File: config.mk
export PLATFORM = sky130hd
export DESIGN_NAME = psv_window_map
export DESIGN_NICKNAME = d
export VERILOG_FILES = /design/src/rtl/psv_pkg.sv /design/src/rtl/psv_page_reg.sv /design/src/rtl/psv_xlate.sv /design/src/rtl/psv_seq.sv /design/src/rtl/psv_lane.sv /design/src/rtl/psv_window_map.sv
export SDC_FILE = /design/constraint.sdc
export NUM_CORES = 1
export LEC_CHECK = 0
export BUFFER_PORTS_ARGS = -buffer_cell sky130_fd_sc_hd__buf_2
export CELL_PAD_IN_SITES_DETAIL_PLACEMENT = 0
export CELL_PAD_IN_SITES_GLOBAL_PLACEMENT = 1
export CORE_MARGIN = 10
export CORE_UTILIZATION = 25
export DETAILED_ROUTE_END_ITERATION = 10
export GPL_ROUTABILITY_DRIVEN = 1
export GPL_TIMING_DRIVEN = 0
export PLACE_DENSITY = 0.82
export SLEW_MARGIN = 5
export SYNTH_ARGS = -nofsm -noshare
export SYNTH_HDL_FRONTEND = slang
export SYNTH_SLANG_ARGS = --single-unit
File: constraint.sdc
create_clock -name clk -period 1.2 [get_ports clk]
set_input_delay 0 -clock clk [delete_from_list [all_inputs] [get_ports clk]]
set_output_delay 0 -clock clk [all_outputs]
set_load 0.01 [all_outputs]
File: src/rtl/psv_pkg.sv
package psv_pkg;

    localparam int DWORD_W = 16;
    localparam int HALF_W  = DWORD_W / 2;

    typedef enum logic {
        SEQ_IDLE = 1'b0,
        SEQ_WAIT = 1'b1
    } seq_state_e;

    typedef struct packed {
        logic byte_mode;
        logic hi_lane;
    } lane_sel_t;

    function automatic logic [DWORD_W-1:0] lane_pick(input logic [DWORD_W-1:0] word,
                                                     input lane_sel_t sel);
        logic [DWORD_W-1:0] res;
        if (!sel.byte_mode)
            res = word;
        else if (sel.hi_lane)
            res = {{HALF_W{1'b0}}, word[DWORD_W-1:HALF_W]};
        else
            res = {{HALF_W{1'b0}}, word[HALF_W-1:0]};
        return res;
    endfunction

endpackage

File: src/rtl/psv_page_reg.sv
module psv_page_reg #(
    parameter int PG_W = 8
) (
    input  logic            clk,
    input  logic            rst,
    input  logic            we,
    input  logic [PG_W-1:0] wdata,
    output logic [PG_W-1:0] page
);
    always_ff @(posedge clk) begin
        if (rst)
            page <= '0;
        else if (we)
            page <= wdata;
    end


    page_reset_zero_chk: assert property (@(posedge clk) $past(rst) |-> (page == '0));
endmodule

File: src/rtl/psv_xlate.sv
module psv_xlate #(
    parameter int DA_W  = 16,
    parameter int PG_W  = 8,
    parameter int PM_AW = 24
) (
    input  logic [DA_W-1:0]  addr,
    input  logic [PG_W-1:0]  page,
    output logic             win,
    output logic [PM_AW-1:0] pm_addr
);
    localparam int OFF_W = DA_W - 2;
    localparam int PAD_W = PM_AW - PG_W - OFF_W - 1;

    assign win = addr[DA_W-1];

    generate
        if (PAD_W > 0) begin : g_pad
            assign pm_addr = {{PAD_W{1'b0}}, page, addr[DA_W-2:1], 1'b0};
        end else begin : g_nopad
            assign pm_addr = {page, addr[DA_W-2:1], 1'b0};
        end
    endgenerate
endmodule

File: src/rtl/psv_seq.sv
module psv_seq
    import psv_pkg::*;
#(
    parameter int PG_W = 8
) (
    input  logic            clk,
    input  logic            rst,
    input  logic            start,
    input  logic [PG_W-1:0] page_now,
    output logic            fetch,
    output logic            waiting,
    output logic [PG_W-1:0] page_eff
);
    seq_state_e      state_q;
    logic [PG_W-1:0] page_q;

    always_ff @(posedge clk) begin
        if (rst) begin
            state_q <= SEQ_IDLE;
            page_q  <= '0;
        end else begin
            case (state_q)
                SEQ_IDLE: if (start) begin
                    state_q <= SEQ_WAIT;
                    page_q  <= page_now;
                end
                default: state_q <= SEQ_IDLE;
            endcase
        end
    end

    assign fetch    = (state_q == SEQ_IDLE) && start;
    assign waiting  = (state_q == SEQ_WAIT);
    assign page_eff = waiting ? page_q : page_now;


    latched_page_hold_chk: assert property (@(posedge clk) disable iff (rst)
        fetch |=> (page_eff == $past(page_now)));
endmodule

File: src/rtl/psv_lane.sv
module psv_lane
    import psv_pkg::*;
#(
    parameter int PM_DW = 24
) (
    input  logic               from_pm,
    input  logic [DWORD_W-1:0] ram_rdata,
    input  logic [PM_DW-1:0]   pm_rdata,
    input  logic               byte_mode,
    input  logic               hi_lane,
    output logic [DWORD_W-1:0] rdata
);
    logic [DWORD_W-1:0] word;
    logic               pm_hi_unused;
    lane_sel_t          sel;

    assign pm_hi_unused = ^pm_rdata[PM_DW-1:DWORD_W];
    assign word         = from_pm ? pm_rdata[DWORD_W-1:0] : ram_rdata;
    assign sel          = '{byte_mode: byte_mode, hi_lane: hi_lane};
    assign rdata        = lane_pick(word, sel);
endmodule

File: src/rtl/psv_window_map.sv
module psv_window_map
    import psv_pkg::*;
#(
    parameter int DA_W  = 16,
    parameter int PG_W  = 8,
    parameter int PM_AW = 24,
    parameter int PM_DW = 24
) (
    input  logic               clk,
    input  logic               rst,
    input  logic               req_rd,
    input  logic [DA_W-1:0]    req_addr,
    input  logic               req_byte,
    input  logic               page_we,
    input  logic [PG_W-1:0]    page_wdata,
    output logic               ram_rd,
    output logic [DA_W-1:0]    ram_addr,
    input  logic [DWORD_W-1:0] ram_rdata,
    output logic               pm_rd,
    output logic [PM_AW-1:0]   pm_addr,
    input  logic [PM_DW-1:0]   pm_rdata,
    output logic [DWORD_W-1:0] rdata,
    output logic               ready
);
    logic [PG_W-1:0] page_reg;
    logic [PG_W-1:0] page_eff;
    logic            win;
    logic            fetch;
    logic            waiting;

    psv_page_reg #(.PG_W(PG_W)) page_i (
        .clk(clk), .rst(rst), .we(page_we), .wdata(page_wdata), .page(page_reg)
    );

    psv_seq #(.PG_W(PG_W)) seq_i (
        .clk(clk), .rst(rst), .start(req_rd && win), .page_now(page_reg),
        .fetch(fetch), .waiting(waiting), .page_eff(page_eff)
    );

    psv_xlate #(.DA_W(DA_W), .PG_W(PG_W), .PM_AW(PM_AW)) xlate_i (
        .addr(req_addr), .page(page_eff), .win(win), .pm_addr(pm_addr)
    );

    psv_lane #(.PM_DW(PM_DW)) lane_i (
        .from_pm(win), .ram_rdata(ram_rdata), .pm_rdata(pm_rdata),
        .byte_mode(req_byte), .hi_lane(req_addr[0]), .rdata(rdata)
    );

    assign ram_rd   = req_rd && !win;
    assign ram_addr = req_addr;
    assign pm_rd    = fetch;
    assign ready    = !fetch;


    ram_path_no_stall_chk: assert property (@(posedge clk) disable iff (rst)
        (req_rd && !req_addr[DA_W-1]) |-> (ready && !pm_rd));

    single_stall_chk: assert property (@(posedge clk) disable iff (rst)
        (req_rd && !ready) |=> ready);

    single_fetch_chk: assert property (@(posedge clk) disable iff (rst)
        pm_rd |=> !pm_rd);

    held_addr_chk: assert property (@(posedge clk) disable iff (rst)
        (req_rd && !ready) |=> $stable(pm_addr));

    idle_quiet_chk: assert property (@(posedge clk) disable iff (rst)
        !req_rd |-> (ready && !pm_rd && !ram_rd));
endmodule

==> impl_summary.log <==
INFO  metric wl = 4.63 mm
INFO  metric grt.total_usage = 9.80%
INFO  metric final_worst_path_period_share = 98.7%
INFO  metric via_count = 1286
INFO  metric startpoint_type = flop
INFO  metric hold_start = page_wdata[3]
INFO  metric final.fill_count = 514
INFO  metric path_class = reg -> out
INFO  metric gp_routability_congestion = 0.847
INFO  metric detailedRoute.firstIterationViolations = 24
INFO  metric insertion_delay = 250 ps
INFO  metric endpoint_of_the_lowest_slack_register_to_register_path = seq_i.page_q[4]$_SDFFE_PP0P_
INFO  metric routed_via_density = 4.03
INFO  metric dp_hpwl = 3.96 mm
INFO  metric timing.rr.start = seq_i.waiting$_SDFF_PP0_
INFO  metric synth_top_area_share = 25.0%
INFO  metric worstHoldPathType = in -> reg
INFO  metric layout-drive-gt1-share = 64.7%
INFO  metric powerDensity = 762 mW/mm2
INFO  metric synth_area = 0.00136 mm2
INFO  metric cap_violations = 0
INFO  metric timing.final.max_slew_violations = 0
INFO  metric critical_path_cell_by_cell = buf_8 > mux2_2 > buf_2
INFO  metric clkTransAtPathRegs = 60 ps
INFO  metric dr.pass1.iters = 4
INFO  metric finalCriticalPeriod = 1180 ps
INFO  metric rsz0062_at_grt = yes
INFO  metric fp.coreArea = 0.00520 mm2
INFO  metric flow.area_growth_from_synthesis = 57.4%
INFO  metric port-buffer-count = 100
INFO  metric most_used_standard_cells_in_the_synthesized_netlist = 34 x sky130_fd_sc_hd__buf_4, 24 x sky130_fd_sc_hd__mux2i_1, 17 x sky130_fd_sc_hd__dfxtp_1, 17 x sky130_fd_sc_hd__nor2_1, 16 x sky130_fd_sc_hd__nand2b_1
INFO  metric max_freq = 844 MHz
INFO  metric hold_violations = 0
INFO  metric skew = 0.433 ps
INFO  metric postLayoutCoreUtil = 41.3%
INFO  metric wl_per_cell = 14.5 um
INFO  metric run_status = complete, no violations
INFO  metric timing.critical_path.arrival = 1180 ps
INFO  metric grt_first_pass_wirelength = 7.09 mm
INFO  metric leakage = 1.13 nW
INFO  metric post-route-drc-count = 0
INFO  metric yosysMostFrequentCell = sky130_fd_sc_hd__buf_4
INFO  metric synth_enable_flop_cells = 0
INFO  metric num_rows = 26
INFO  metric globalRouteOverflowTotal = 0
INFO  metric h-tree-depth = 1
INFO  metric postRouteAntennaNets = 0
INFO  metric syn_area_per_cell = 10.2 um2
INFO  metric yosysUniqueCellTypes = 16
INFO  metric chipWidth = 93.9 um
INFO  metric report.final.setup_viol = 0
INFO  metric synth_seq_area_share = 25.0%
INFO  metric yosys.area.top_type = sky130_fd_sc_hd__dfxtp_1
INFO  metric crit_path_end_kind = output port
INFO  metric timing.reg2reg.setup_slack = 80 ps
INFO  metric worst_path_max_delay_cell = sky130_fd_sc_hd__mux2_2
INFO  metric die-area = 0.00881 mm2
INFO  metric initial_utilization = 26.2%
INFO  metric grt_antenna_before_repair = 0
INFO  metric maximum_number_of_pins_on_one_net_before_global_route_repair = 11
INFO  metric first_global_vias = 1401
INFO  metric ir_drop = 0.684 mV
INFO  metric ios = 128
INFO  metric hold-path-cell-count = 3
INFO  metric yosys_warnings = 0
INFO  metric yosys_register_bits = 17
INFO  metric root_buffer = sky130_fd_sc_hd__clkbuf_8
INFO  metric crit_path_max_fanout = 9
INFO  metric clock_tree.buffer_depth = 2
INFO  metric netlist_instances = 134
INFO  metric antenna_cells = 0
INFO  metric worst-r2r-cell-count = 5
INFO  metric cts_tree = built
INFO  metric cts.sink_count = 17
INFO  metric critical_path.max_stage_delay = 340 ps
INFO  metric layout.nets = 319
INFO  metric asyncSetResetFlopFracSynth = 0%
INFO  metric ys_dominant_reg_cell = sky130_fd_sc_hd__dfxtp_1
INFO  metric cts_inserted_buffers = 3
INFO  metric hold_end = page_i.page[3]$_SDFFE_PP0P_
INFO  metric chipHeight = 93.9 um
INFO  metric hold_ws = 8.50 ps
INFO  metric critical_path_required = 1200 ps
INFO  metric post_synth_main_area_contributors = sky130_fd_sc_hd__dfxtp_1 25%, sky130_fd_sc_hd__buf_4 19%, sky130_fd_sc_hd__mux2i_1 18%, sky130_fd_sc_hd__mux4_2 8.3%, sky130_fd_sc_hd__nand2b_1 7.3%
-- stage by stage --
| stage | instance area, um2 | power [W] | setup slack (ps) | TNS, ps | std cells |
|---|---|---|---|---|---|
| finish | 2150 | 0.00164 | 15.7 | 0 | 319 |
| CTS | 2080 | 0.00163 | -0.437 | -0.437 | 315 |
| global placement | 1960 | 0.00118 | 28.2 | 0 | 305 |
| global route | 2150 | 0.00173 | -27.9 | -142 | 319 |
| floorplan | 1370 | 0.000955 | 122 | 0 | 135 |
| detailed placement | 1960 | 0.00119 | -8.95 | -8.95 | 305 |
-- final cells by class --
| type | instances | area, um2 | share of cell area (%) |
|---|---|---|---|
| plain buffers | 39 | 294 | 13.7 |
| multi-input cells | 78 | 739 | 34.4 |
| well taps | 70 | 87.6 | 4.08 |
| inverters | 1 | 11.3 | 0.524 |
| flip-flops and latches | 17 | 342 | 15.9 |
| repair buffers | 110 | 628 | 29.3 |
| clock buffers | 4 | 45.0 | 2.10 |
-- metal layers --
layer	share of wire, %	GRT usage [%]	routed length, um
met2	49	17.2	2270
met5	0	0	0
met4	0.22	2.28	10
met3	14	4.08	654
met1	37	10.7	1690
-- logic make-up after synthesis --
kind of cell / share of synthesized area (%)
other: 0.275
and+or+nand+nor: 15.4
buffers and inverters: 21.1
muxes: 38.3
DFF: 25.0
-- critical path, delay by kind of cell, from the launching register on --
| kind | cells | cell delay (ps) |
|---|---|---|
| buffers and inverters | 2 | 270 |
| multiplexers | 1 | 340 |
| flip-flops | 1 | 330 |
-- how the worst max path moves through the flow --
| stage | startpoint | cells past startpoint | endpoint | slack, ps |
|---|---|---|---|---|
| after global routing | seq_i.waiting$_SDFF_PP0_ | 3 | pm_addr[20] | -30 |
| after global placement | seq_i.waiting$_SDFF_PP0_ | 4 | seq_i.page_q[0]$_SDFFE_PP0P_ | 30 |
| final | seq_i.waiting$_SDFF_PP0_ | 3 | pm_addr[20] | 20 |
| after floorplan | seq_i.waiting$_SDFF_PP0_ | 4 | seq_i.page_q[0]$_SDFFE_PP0P_ | 120 |
| after CTS | seq_i.waiting$_SDFF_PP0_ | 3 | pm_addr[20] | -0.4 |
| after detailed placement | seq_i.waiting$_SDFF_PP0_ | 4 | seq_i.page_q[3]$_SDFFE_PP0P_ | -9 |
-- power by group --
part	leakage [nW]	internal, W	switching (W)
registers	0.139	0.000589	0.0000157
clock network	0.0228	0.000235	0.000181
logic	0.964	0.000354	0.000261
total	1.13	0.00118	0.000457
-- repair_timing --
action,4_1_cts,5_1_grt
endpoints found under the hold margin,6,0
endpoints found under the setup margin,10,9
buffers inserted,0,4
hold buffers,6,0
resized for setup,6,7
-- cell usage in the layout, fill, tap and decap left out, drive strengths merged --
cell type    instances
mux2i               24
dlygate4sd3          6
nand2b              16
inv                  1
nor2b                1
mux4                 8
mux2                 8
clkbuf               6
buf                141
nand3b               1
nor2                17
dfxtp               17
nand2                1
conb                 2
Note: power is estimated with default switching activity, not from simulation.
